--- config.mk ---
export PLATFORM = sky130hd
export DESIGN_NAME = word_aligner
export DESIGN_NICKNAME = d
export VERILOG_FILES = /design/src/rtl/wa_pkg.sv /design/src/rtl/wa_slipper.sv /design/src/rtl/wa_scanner.sv /design/src/rtl/wa_fsm.sv /design/src/rtl/word_aligner.sv
export SDC_FILE = /design/constraint.sdc
export NUM_CORES = 1
export LEC_CHECK = 0
export BUFFER_PORTS_ARGS = -buffer_cell sky130_fd_sc_hd__buf_2
export CAP_MARGIN = 25
export CORE_ASPECT_RATIO = 0.8
export CORE_UTILIZATION = 55
export CTS_BUF_LIST = sky130_fd_sc_hd__clkbuf_16
export CTS_CLUSTER_SIZE = 14
export DETAILED_ROUTE_END_ITERATION = 7
export PLACE_DENSITY = 0.85
export SLEW_MARGIN = 20
export SYNTH_ARGS = -nofsm -noshare
export SYNTH_HDL_FRONTEND = slang
export SYNTH_SLANG_ARGS = --single-unit
export TNS_END_PERCENT = 100
--- constraint.sdc ---
create_clock -name clk -period 3.5 [get_ports clk]
set_input_delay 0.175 -clock clk [delete_from_list [all_inputs] [get_ports clk]]
set_output_delay 0.175 -clock clk [all_outputs]
set_load 0.05 [all_outputs]
--- src/rtl/wa_pkg.sv ---
`timescale 1ns/1ps
package wa_pkg;

  typedef enum logic [2:0] {
    ST_HUNT    = 3'd0,
    ST_SLIP    = 3'd1,
    ST_SETTLE  = 3'd2,
    ST_CONFIRM = 3'd3,
    ST_TRACK   = 3'd4
  } wa_state_e;

endpackage

--- src/rtl/wa_slipper.sv ---
`timescale 1ns/1ps
// Bit-granular shifter: selects W bits out of the last two raw words.
module wa_slipper #(
  parameter int W    = 10,
  parameter int OFFW = $clog2(W)
) (
  input  logic            clk,
  input  logic            rst,
  input  logic [W-1:0]    rx_word,
  input  logic [OFFW-1:0] slip_pos,
  output logic [W-1:0]    sh_word,
  output logic [W-1:0]    sh_prev
);

  logic [W-1:0]   raw_prev;
  logic [2*W-1:0] raw_pair;

  always_comb raw_pair = {rx_word, raw_prev};

  always_ff @(posedge clk) begin
    if (rst) begin
      raw_prev <= '0;
      sh_word  <= '0;
      sh_prev  <= '0;
    end else begin
      raw_prev <= rx_word;
      sh_word  <= raw_pair[slip_pos +: W];
      sh_prev  <= sh_word;
    end
  end

endmodule

--- src/rtl/wa_scanner.sv ---
`timescale 1ns/1ps
// Compares the alignment pattern against every offset of the window.
module wa_scanner #(
  parameter int           W          = 10,
  parameter int           OFFW       = $clog2(W),
  parameter logic [W-1:0] ALIGN_WORD = 10'b0011111010
) (
  input  logic [2*W-1:0]  window,
  input  logic [OFFW-1:0] ref_offset,
  output logic            hit,
  output logic [OFFW-1:0] hit_offset,
  output logic            ref_hit
);

  logic [W-1:0] match;

  for (genvar k = 0; k < W; k++) begin : g_cmp
    assign match[k] = (window[k +: W] == ALIGN_WORD);
  end

  always_comb begin
    hit_offset = '0;
    for (int k = W - 1; k >= 0; k--) begin
      if (match[k]) hit_offset = OFFW'(k);
    end
  end

  assign hit     = |match;
  assign ref_hit = match[ref_offset];

endmodule

--- src/rtl/wa_fsm.sv ---
`timescale 1ns/1ps
// Search, slip, confirm and track sequencing.
module wa_fsm
  import wa_pkg::*;
#(
  parameter int W          = 10,
  parameter int OFFW       = $clog2(W),
  parameter int PERIOD     = 8,
  parameter int LOCK_HITS  = 3,
  parameter int MISS_LIMIT = 4,
  parameter int SETTLE     = 2,
  parameter int LOSS_W     = 8
) (
  input  logic              clk,
  input  logic              rst,
  input  logic              hit,
  input  logic [OFFW-1:0]   hit_offset,
  input  logic              ref_hit,
  input  logic [OFFW-1:0]   ref_offset,
  output logic [OFFW-1:0]   slip_pos,
  output logic              locked,
  output logic [OFFW-1:0]   meas_offset,
  output logic [LOSS_W-1:0] loss_count
);

  localparam int HIT_W  = $clog2(LOCK_HITS + 1);
  localparam int MISS_W = $clog2(MISS_LIMIT + 1);
  localparam int PER_W  = $clog2(PERIOD);
  localparam int SET_W  = $clog2(SETTLE + 1);
  localparam logic [OFFW:0] W_EXT = (OFFW + 1)'(W);

  wa_state_e         state;
  logic [OFFW-1:0]   slip_left;
  logic [HIT_W-1:0]  hits;
  logic [MISS_W-1:0] misses;
  logic [PER_W-1:0]  frame_pos;
  logic [SET_W-1:0]  settle_cnt;
  logic [OFFW:0]     dist_sum;
  logic [OFFW-1:0]   slip_need;
  logic              window_valid;

  // slips needed = (measured - reference) mod W
  always_comb begin
    dist_sum  = {1'b0, hit_offset} + W_EXT - {1'b0, ref_offset};
    slip_need = (dist_sum >= W_EXT) ? OFFW'(dist_sum - W_EXT) : OFFW'(dist_sum);
  end

  assign window_valid = (state != ST_SLIP) && (state != ST_SETTLE);

  always_ff @(posedge clk) begin
    if (rst) begin
      state       <= ST_HUNT;
      slip_pos    <= '0;
      slip_left   <= '0;
      hits        <= '0;
      misses      <= '0;
      frame_pos   <= '0;
      settle_cnt  <= '0;
      locked      <= 1'b0;
      meas_offset <= '0;
      loss_count  <= '0;
    end else begin
      if (hit && window_valid) meas_offset <= hit_offset;

      unique case (state)
        ST_HUNT: begin
          if (hit) begin
            if (hit_offset == ref_offset) begin
              hits  <= HIT_W'(1);
              state <= ST_CONFIRM;
            end else begin
              slip_left <= slip_need;
              state     <= ST_SLIP;
            end
          end
        end

        ST_SLIP: begin
          slip_pos  <= (slip_pos == OFFW'(W - 1)) ? '0 : slip_pos + 1'b1;
          slip_left <= slip_left - 1'b1;
          if (slip_left == OFFW'(1)) begin
            settle_cnt <= SET_W'(SETTLE - 1);
            state      <= ST_SETTLE;
          end
        end

        ST_SETTLE: begin
          if (settle_cnt == '0) begin
            hits  <= '0;
            state <= ST_CONFIRM;
          end else begin
            settle_cnt <= settle_cnt - 1'b1;
          end
        end

        ST_CONFIRM: begin
          if (hit) begin
            if (hit_offset == ref_offset) begin
              if (hits == HIT_W'(LOCK_HITS - 1)) begin
                locked    <= 1'b1;
                misses    <= '0;
                frame_pos <= PER_W'(1);
                state     <= ST_TRACK;
              end else begin
                hits <= hits + 1'b1;
              end
            end else begin
              slip_left <= slip_need;
              state     <= ST_SLIP;
            end
          end
        end

        ST_TRACK: begin
          frame_pos <= (frame_pos == PER_W'(PERIOD - 1)) ? '0 : frame_pos + 1'b1;
          if (frame_pos == '0) begin
            if (ref_hit) begin
              misses <= '0;
            end else if (misses == MISS_W'(MISS_LIMIT - 1)) begin
              locked <= 1'b0;
              misses <= '0;
              if (~&loss_count) loss_count <= loss_count + 1'b1;
              state  <= ST_HUNT;
            end else begin
              misses <= misses + 1'b1;
            end
          end
        end

        default: state <= ST_HUNT;
      endcase
    end
  end

endmodule

--- src/rtl/word_aligner.sv ---
`timescale 1ns/1ps
module word_aligner #(
  parameter int           W          = 10,
  parameter int           OFFW       = $clog2(W),
  parameter logic [W-1:0] ALIGN_WORD = 10'b0011111010,
  parameter int           PERIOD     = 8,
  parameter int           LOCK_HITS  = 3,
  parameter int           MISS_LIMIT = 4,
  parameter int           SETTLE     = 2,
  parameter int           LOSS_W     = 8
) (
  input  logic              clk,
  input  logic              rst,
  input  logic [W-1:0]      rx_word,
  input  logic [OFFW-1:0]   ref_offset,
  output logic [W-1:0]      aligned_word,
  output logic              locked,
  output logic [OFFW-1:0]   meas_offset,
  output logic [LOSS_W-1:0] loss_count
);

  logic [OFFW-1:0] slip_pos;
  logic [W-1:0]    sh_word;
  logic [W-1:0]    sh_prev;
  logic [2*W-1:0]  window;
  logic            hit;
  logic [OFFW-1:0] hit_offset;
  logic            ref_hit;

  wa_slipper #(.W(W), .OFFW(OFFW)) u_slipper (
    .clk      (clk),
    .rst      (rst),
    .rx_word  (rx_word),
    .slip_pos (slip_pos),
    .sh_word  (sh_word),
    .sh_prev  (sh_prev)
  );

  assign window = {sh_word, sh_prev};

  wa_scanner #(.W(W), .OFFW(OFFW), .ALIGN_WORD(ALIGN_WORD)) u_scanner (
    .window     (window),
    .ref_offset (ref_offset),
    .hit        (hit),
    .hit_offset (hit_offset),
    .ref_hit    (ref_hit)
  );

  wa_fsm #(
    .W(W), .OFFW(OFFW), .PERIOD(PERIOD), .LOCK_HITS(LOCK_HITS),
    .MISS_LIMIT(MISS_LIMIT), .SETTLE(SETTLE), .LOSS_W(LOSS_W)
  ) u_fsm (
    .clk         (clk),
    .rst         (rst),
    .hit         (hit),
    .hit_offset  (hit_offset),
    .ref_hit     (ref_hit),
    .ref_offset  (ref_offset),
    .slip_pos    (slip_pos),
    .locked      (locked),
    .meas_offset (meas_offset),
    .loss_count  (loss_count)
  );

  always_ff @(posedge clk) begin
    if (rst) aligned_word <= '0;
    else     aligned_word <= window[ref_offset +: W];
  end

endmodule

# Yosys cells after proc, flatten, opt, wreduce, memory -nomap -nowiden
# Cells that the tools add are included.
# op_classes
n_addsub	10
muxes	57
n_shift	2
reduce_logical	20
bitwise_logic	2
eq_ne	37
order_cmp	2
# op_table
cell	n
10-bit by 8-bit equality test with 1-bit output (second input constant)	10
3-bit two-way mux	19
4-bit two-way mux	14
20-bit by 5-bit variable part select with 10-bit output	2
2-bit by 1-bit inequality test with 1-bit output (second input constant)	10
2-bit two-way mux	9
8-bit AND reduction	2
3-bit case mux with 5 select lines	1
7-bit AND reduction	2
3-bit case mux with 2 select lines	2
5-bit AND reduction	2
10-bit OR reduction	1
3-bit by 2-bit equality test with 1-bit output (second input constant)	3
8-bit by 1-bit adder with 8-bit output (second input constant)	1
2-bit inequality test (second input constant)	4
4-bit case mux with 2 select lines	1
1-bit two-way mux	7
3-bit by 1-bit adder with 3-bit output (second input constant)	2
3-bit equality test (second input constant)	2
3-bit logical NOT	2
2-bit case mux with 3 select lines	1
3-bit AND reduction	2
2-bit nonzero test	3
4-bit by 4-bit adder with 5-bit output (second input constant)	1
25 further kinds	27
# totals
register_bits	74
inputBits	16
out_inout_bits	23

# Longest topological paths before layout
# depth
word_depth	18
ltp_mapped	16
mapped_depth_nobuf	15

# Cells and area by module
# From an unflattened synthesis, not the netlist that was laid out.
# unflattened
cells_unflattened	565
area_unflattened_um2	5363.9
# by_module_without_submodules
module	area_each_um2	n_inst	cells_each
wa_fsm	2154.6	1	252
wa_slipper	1564.0	1	148
word_aligner	1193.6	1	99
wa_scanner	451.7	1	66

# Worst setup path before layout
# Ideal clock, no wire load.
# synth_timing
path_type	register to register
from	register u_slipper.sh_word[0]
to	register u_fsm.slip_left[2]
required_time_ps	3408
arrival_time_ps	3354
slack_ps	53
path_stages_with_launch	17
n_path_buf	1
cell_sequence	dfxtp_1 > buf_4 > nand4b_1 > or4b_4 > o21ba_2 > a32o_1 > ha_1 > inv_1 > ha_1 > inv_1 > fa_1 > ha_1 > nand2_1 > a21oi_1 > mux2i_1 > a21oi_1 > o32ai_1
# synth_between
elab_chain_cells	18
word_cells_on_any_way	32
cone_classes	add/sub: 3; order compare: 1; eq/ne: 12; mux: 14; reduce/logical: 2
# synth_rtl
element	line	source
from (decl)	wa_slipper.sv:11	output logic [W-1:0] sh_word,
from (signal assigned)	wa_slipper.sv:27	sh_word <= raw_pair[slip_pos +: W];
10-bit by 8-bit equality test with 1-bit output	wa_scanner.sv:18	assign match[k] = (window[k +: W] == ALIGN_WORD);
4-bit two-way mux (10 in series)	wa_scanner.sv:24	if (match[k]) hit_offset = OFFW'(k);
4-bit by 4-bit adder with 5-bit output	wa_fsm.sv:44	dist_sum = {1'b0, hit_offset} + W_EXT - {1'b0, ref_offset};
5-bit by 4-bit subtractor with 5-bit output	wa_fsm.sv:44	
4-bit subtractor / 5-bit by 4-bit greater-or-equal comparator with 1-bit output (equally long branches)	wa_fsm.sv:45	slip_need = (dist_sum >= W_EXT) ? OFFW'(dist_sum - W_EXT) : OFFW'(dist_sum);
4-bit two-way mux	wa_fsm.sv:45	
4-bit two-way mux	wa_fsm.sv:68, wa_fsm.sv:98	
4-bit two-way mux	wa_fsm.sv:67	if (hit) begin
4-bit case mux with 2 select lines	wa_fsm.sv:65	unique case (state)
to (signal assigned)	wa_fsm.sv:72	slip_left <= slip_need;
to (signal assigned)	wa_fsm.sv:80	slip_left <= slip_left - 1'b1;
to (signal assigned)	wa_fsm.sv:108	slip_left <= slip_need;
to (decl)	wa_fsm.sv:33	logic [OFFW-1:0] slip_left;
# Parallel ways exist; a longest one is shown, timed or not. The select of a mux whose other input is x is not followed.
# A chain may end at the register's enable or synchronous reset.

# Worst setup path after layout
# layout_timing
from	register u_slipper.sh_word[0]
to	register u_fsm.slip_left[2]
# layout_between
word_cells_on_any_way	32
cone_classes	add/sub: 3; order compare: 1; eq/ne: 12; mux: 14; reduce/logical: 2
# layout_rtl
element	line	source
10-bit by 8-bit equality test with 1-bit output	wa_scanner.sv:18	
4-bit two-way mux (7 in series)	wa_scanner.sv:24	
4-bit two-way mux (*) (2 in series)	wa_scanner.sv:24	
net hit_offset[2]	word_aligner.sv:27	logic [OFFW-1:0] hit_offset;
4-bit by 4-bit adder with 5-bit output	wa_fsm.sv:44	
5-bit by 4-bit subtractor with 5-bit output	wa_fsm.sv:44	
4-bit subtractor / 5-bit by 4-bit greater-or-equal comparator with 1-bit output (equally long branches)	wa_fsm.sv:45	
4-bit two-way mux	wa_fsm.sv:45	
4-bit two-way mux	wa_fsm.sv:68, wa_fsm.sv:98	
4-bit two-way mux	wa_fsm.sv:67	
4-bit case mux with 2 select lines	wa_fsm.sv:65	
# The timed path passes the listed nets; every way through them passes the cells marked *. The select of a mux whose other input is x is not followed.

==> results.json <==
{
  "critical_path.top_delay_family": "adder cells",
  "cts_root_buffer": "clkbuf_16",
  "totalWireLength_um": 12500,
  "seq_area_frac_synth_pct": 29.9,
  "violations": "negative setup slack",
  "period_needed_ns": 3.51,
  "critPathLaunch": "u_slipper.sh_word[0]",
  "fin_worst_skew_ns": 0.00867,
  "overflow": 0,
  "p_seq_share_pct": 34.6,
  "grtUsageTotal_pct": 27.8,
  "syn_nets": 624,
  "slew_violations": 0,
  "io_pins": 39,
  "hpwl_um": 8840,
  "reg2regPathDepth": 14,
  "crit_arrival_ns": 3.75,
  "crit_path_end": "u_fsm.slip_left[2]",
  "worst_pin_slew_ns": 0.714,
  "syn_area_sq_mm": 0.00495,
  "avgSynthCellArea_sq_um": 8.40,
  "nNetsFinal": 666,
  "power_frac_comb_pct": 33.7,
  "cap_violations": 0,
  "slew_headroom_pct": 52.4,
  "post-route-util_pct": 68.1,
  "r2r_slack_ns": -0.007,
  "worstHoldPathType": "in -> reg",
  "finalHoldViolations": 0,
  "wire_per_inst_um": 16.7,
  "required_ns": 3.75,
  "crit_chain": "buf_4 -> nor4bb_4 -> and3b_1 -> o21ai_0 -> nand3_1 -> ha_1 -> inv_1 -> fa_1 -> ha_2 -> nand2_2 -> a21oi_4 -> mux2i_1 -> a21oi_1 -> o32ai_1",
  "cts_buffers": 9,
  "power_density_mw_per_mm2": 524,
  "synth.distinct_cells": 72,
  "drive_above_1_share_pct": 25.2,
  "vdd_drop_max_v": 0.000444,
  "firstDrtPassIters": 5,
  "synthCells": 590,
  "antenna_found_initial": 0,
  "sw_frac_of_total_pct": 34.8,
  "port_buffers": 38,
  "synthTopCellsByArea": "dfxtp_1 30%, mux2i_1 7.9%, a211oi_1 6.2%",
  "clock.fmax_mhz": 285,
  "timing.final.ws_setup_ns": -0.00741,
  "critPathMaxFanout": 9,
  "startpoint_type": "flip-flop",
  "core_area_sq_mm": 0.00860,
  "synth_top_area_share_pct": 29.9,
  "clk_latency_ns": 0.35,
  "rows": 30,
  "cts_sinks": 74,
  "setup_tns_ns": -0.00741,
  "synth_top_flop_cell": "dfxtp_1",
  "intPower_w": 0.00200,
  "fin_crit_sh_pct": 100,
  "r2r_end": "u_fsm.slip_left[2]",
  "status": "finished with violations",
  "die_h_um": 86.9,
  "critPathKind": "reg -> reg",
  "worst-path-stages": 14,
  "cts.clk_slew.worst_paths_ns": 0.06,
  "h-tree-depth": 3,
  "pwr-share-clk_pct": 31.8,
  "rsz0062_at_grt": "yes",
  "avgViaCountPerCell": 6.16,
  "diodes": 0,
  "grt_pass1_wl_um": 20500,
  "synth_edf_count": 0,
  "die-area_sq_mm": 0.00939,
  "cts_max_path_buffers": 2,
  "grt_start_max_net_pins": 39,
  "critPathBufInv": 2,
  "ys_ff_latch": 74,
  "synth_top_area_cell": "dfxtp_1",
  "vias": 4610,
  "synthArstFlopShare_pct": 0,
  "drc": 0,
  "die_w_um": 108,
  "place.gp.congestion": 0.927,
  "postRouteAntennaNets": 0,
  "slowest_delay_ns": 0.60,
  "hold_depth": 2,
  "cts_tree": "yes",
  "cp-end-kind": "flip-flop",
  "drt_iter0_markers": 290,
  "initial_core_util_pct": 57.6,
  "grt_pass1_vias": 4234,
  "holdBufCountCts": 0,
  "switchingPower_w": 0.00107,
  "finalSetupViolCount": 1,
  "crit_path_top_delay_cell": "fa_1",
  "p_leak_nw": 2.32,
  "rr_startpoint": "u_slipper.sh_word[0]",
  "synthToLayoutAreaGrowth_pct": 18.1,
  "yosys_warnings": 0
}
==> cells in the mapped netlist, drive strengths merged (8+ instances only) <==
| library cell | n |
|---|---|
| nand2 | 31 |
| nor2 | 63 |
| clkbuf | 30 |
| mux4 | 8 |
| nor4 | 9 |
| nor3 | 13 |
| nand2b | 9 |
| buf | 11 |
| mux2i | 39 |
| dfxtp | 74 |
| a211oi | 41 |
| mux2 | 17 |
| nand3 | 14 |
| inv | 26 |
| o21ai | 20 |
| ha | 17 |
| a21oi | 43 |
| nor2b | 35 |
==> layer usage <==
layer / global-route usage [%] / share of wire, % / vias to the layer above
met5: 0 / 0 / -
met4: 9.84 / 1.8 / 0
met3: 6.36 / 6.5 / 22
met2: 44.8 / 47 / 179
met1: 36.5 / 45 / 2171
li1: - / - / 2238
==> kinds of logic (layout without fill, tap and decap cells) <==
group,Yosys count,count (layout),share of synthesized area (%)
flip-flops,74,74,29.9
multiplexers,64,64,15.5
buffers and inverters,69,115,5.53
AND/OR/NAND/NOR,219,219,23.9
XOR/XNOR,6,6,1.06
adder cells (fa/ha/maj),18,18,4.70
AO/OA/AOI/OAI,140,140,19.4
==> worst min-delay path by stage <==
stage          startpoint               endpoint  slack, ns
6_report       rx_word[6]  u_slipper.raw_prev[6]       0.07
5_1_grt        rx_word[6]  u_slipper.raw_prev[6]       0.08
4_1_cts        rx_word[6]  u_slipper.raw_prev[6]       0.08
3_5_place_dp   rx_word[6]  u_slipper.raw_prev[6]       0.44
3_3_place_gp   rx_word[7]  u_slipper.raw_prev[7]       0.42
2_1_floorplan  rx_word[0]  u_slipper.raw_prev[0]       0.30
==> flip-flops by register name, indices dropped and copies added (netlist names) <==
name / count
u_fsm.slip_left: 4
u_fsm.settle_cnt: 2
u_fsm.loss_count: 8
aligned_word: 10
u_fsm.locked: 1
u_slipper.sh_word: 10
u_slipper.raw_prev: 10
u_slipper.sh_prev: 10
u_fsm.misses: 3
u_fsm.meas_offset: 4
u_fsm.slip_pos: 4
u_fsm.state: 3
u_fsm.hits: 2
u_fsm.frame_pos: 3
==> cell usage in the layout, fill, tap and decap left out, types with 8 or more instances in the layout <==
cell and count:
a211oi_1 41, a21oi_1 40, buf_2 38, buf_4 33, clkbuf_16 9, dfxtp_1 69
ha_1 12, inv_1 23, mux2_2 15, mux2i_1 39, mux4_2 8, nand2_1 30
nand2b_1 9, nand3_1 13, nor2_1 61, nor2b_1 34, nor3_1 10, o21ai_0 17
==> metrics by stage <==
stage	instance area [sq um]	instances	setup slack [ns]	hold slack [ns]	power, W
after floorplan	4950	590	0.0534	0.303	0.00179
after global placement	5310	725	0.0494	0.420	0.00199
after detailed placement	5310	725	-0.145	0.438	0.00202
after CTS	5690	744	-0.0994	0.0784	0.00301
after global routing	5850	748	-0.129	0.0814	0.00323
final	5850	748	-0.00741	0.0739	0.00307
==> final cells by class <==
cell class,instances,area (sq um)
Clock buffer,9,225
Tap cell,112,140
Inverter,28,105
Multi-Input combinational cell,447,3360
Timing Repair Buffer,72,449
Clock inverter,6,83.8
Sequential cell,74,1490
Fill cell,670,2740
==> power by group through the flow <==
stage	combinational (W)	sequential (W)	clock (W)
after detailed placement	0.000946	0.00107	0
after floorplan	0.000731	0.00106	0
after global placement	0.000925	0.00107	0
after CTS	0.000971	0.00106	0.000985
final	0.00103	0.00106	0.000974
after global routing	0.00113	0.00108	0.00103
==> repair_timing <==
action / in CTS / in global routing
gates resized for setup: 16 / 23
hold endpoints to repair: 0 / 0
setup endpoints to repair: 2 / 11
pin swaps: 9 / 15
buffers inserted: 4 / 4
No activity file was read; power rests on OpenSTA's default activity.
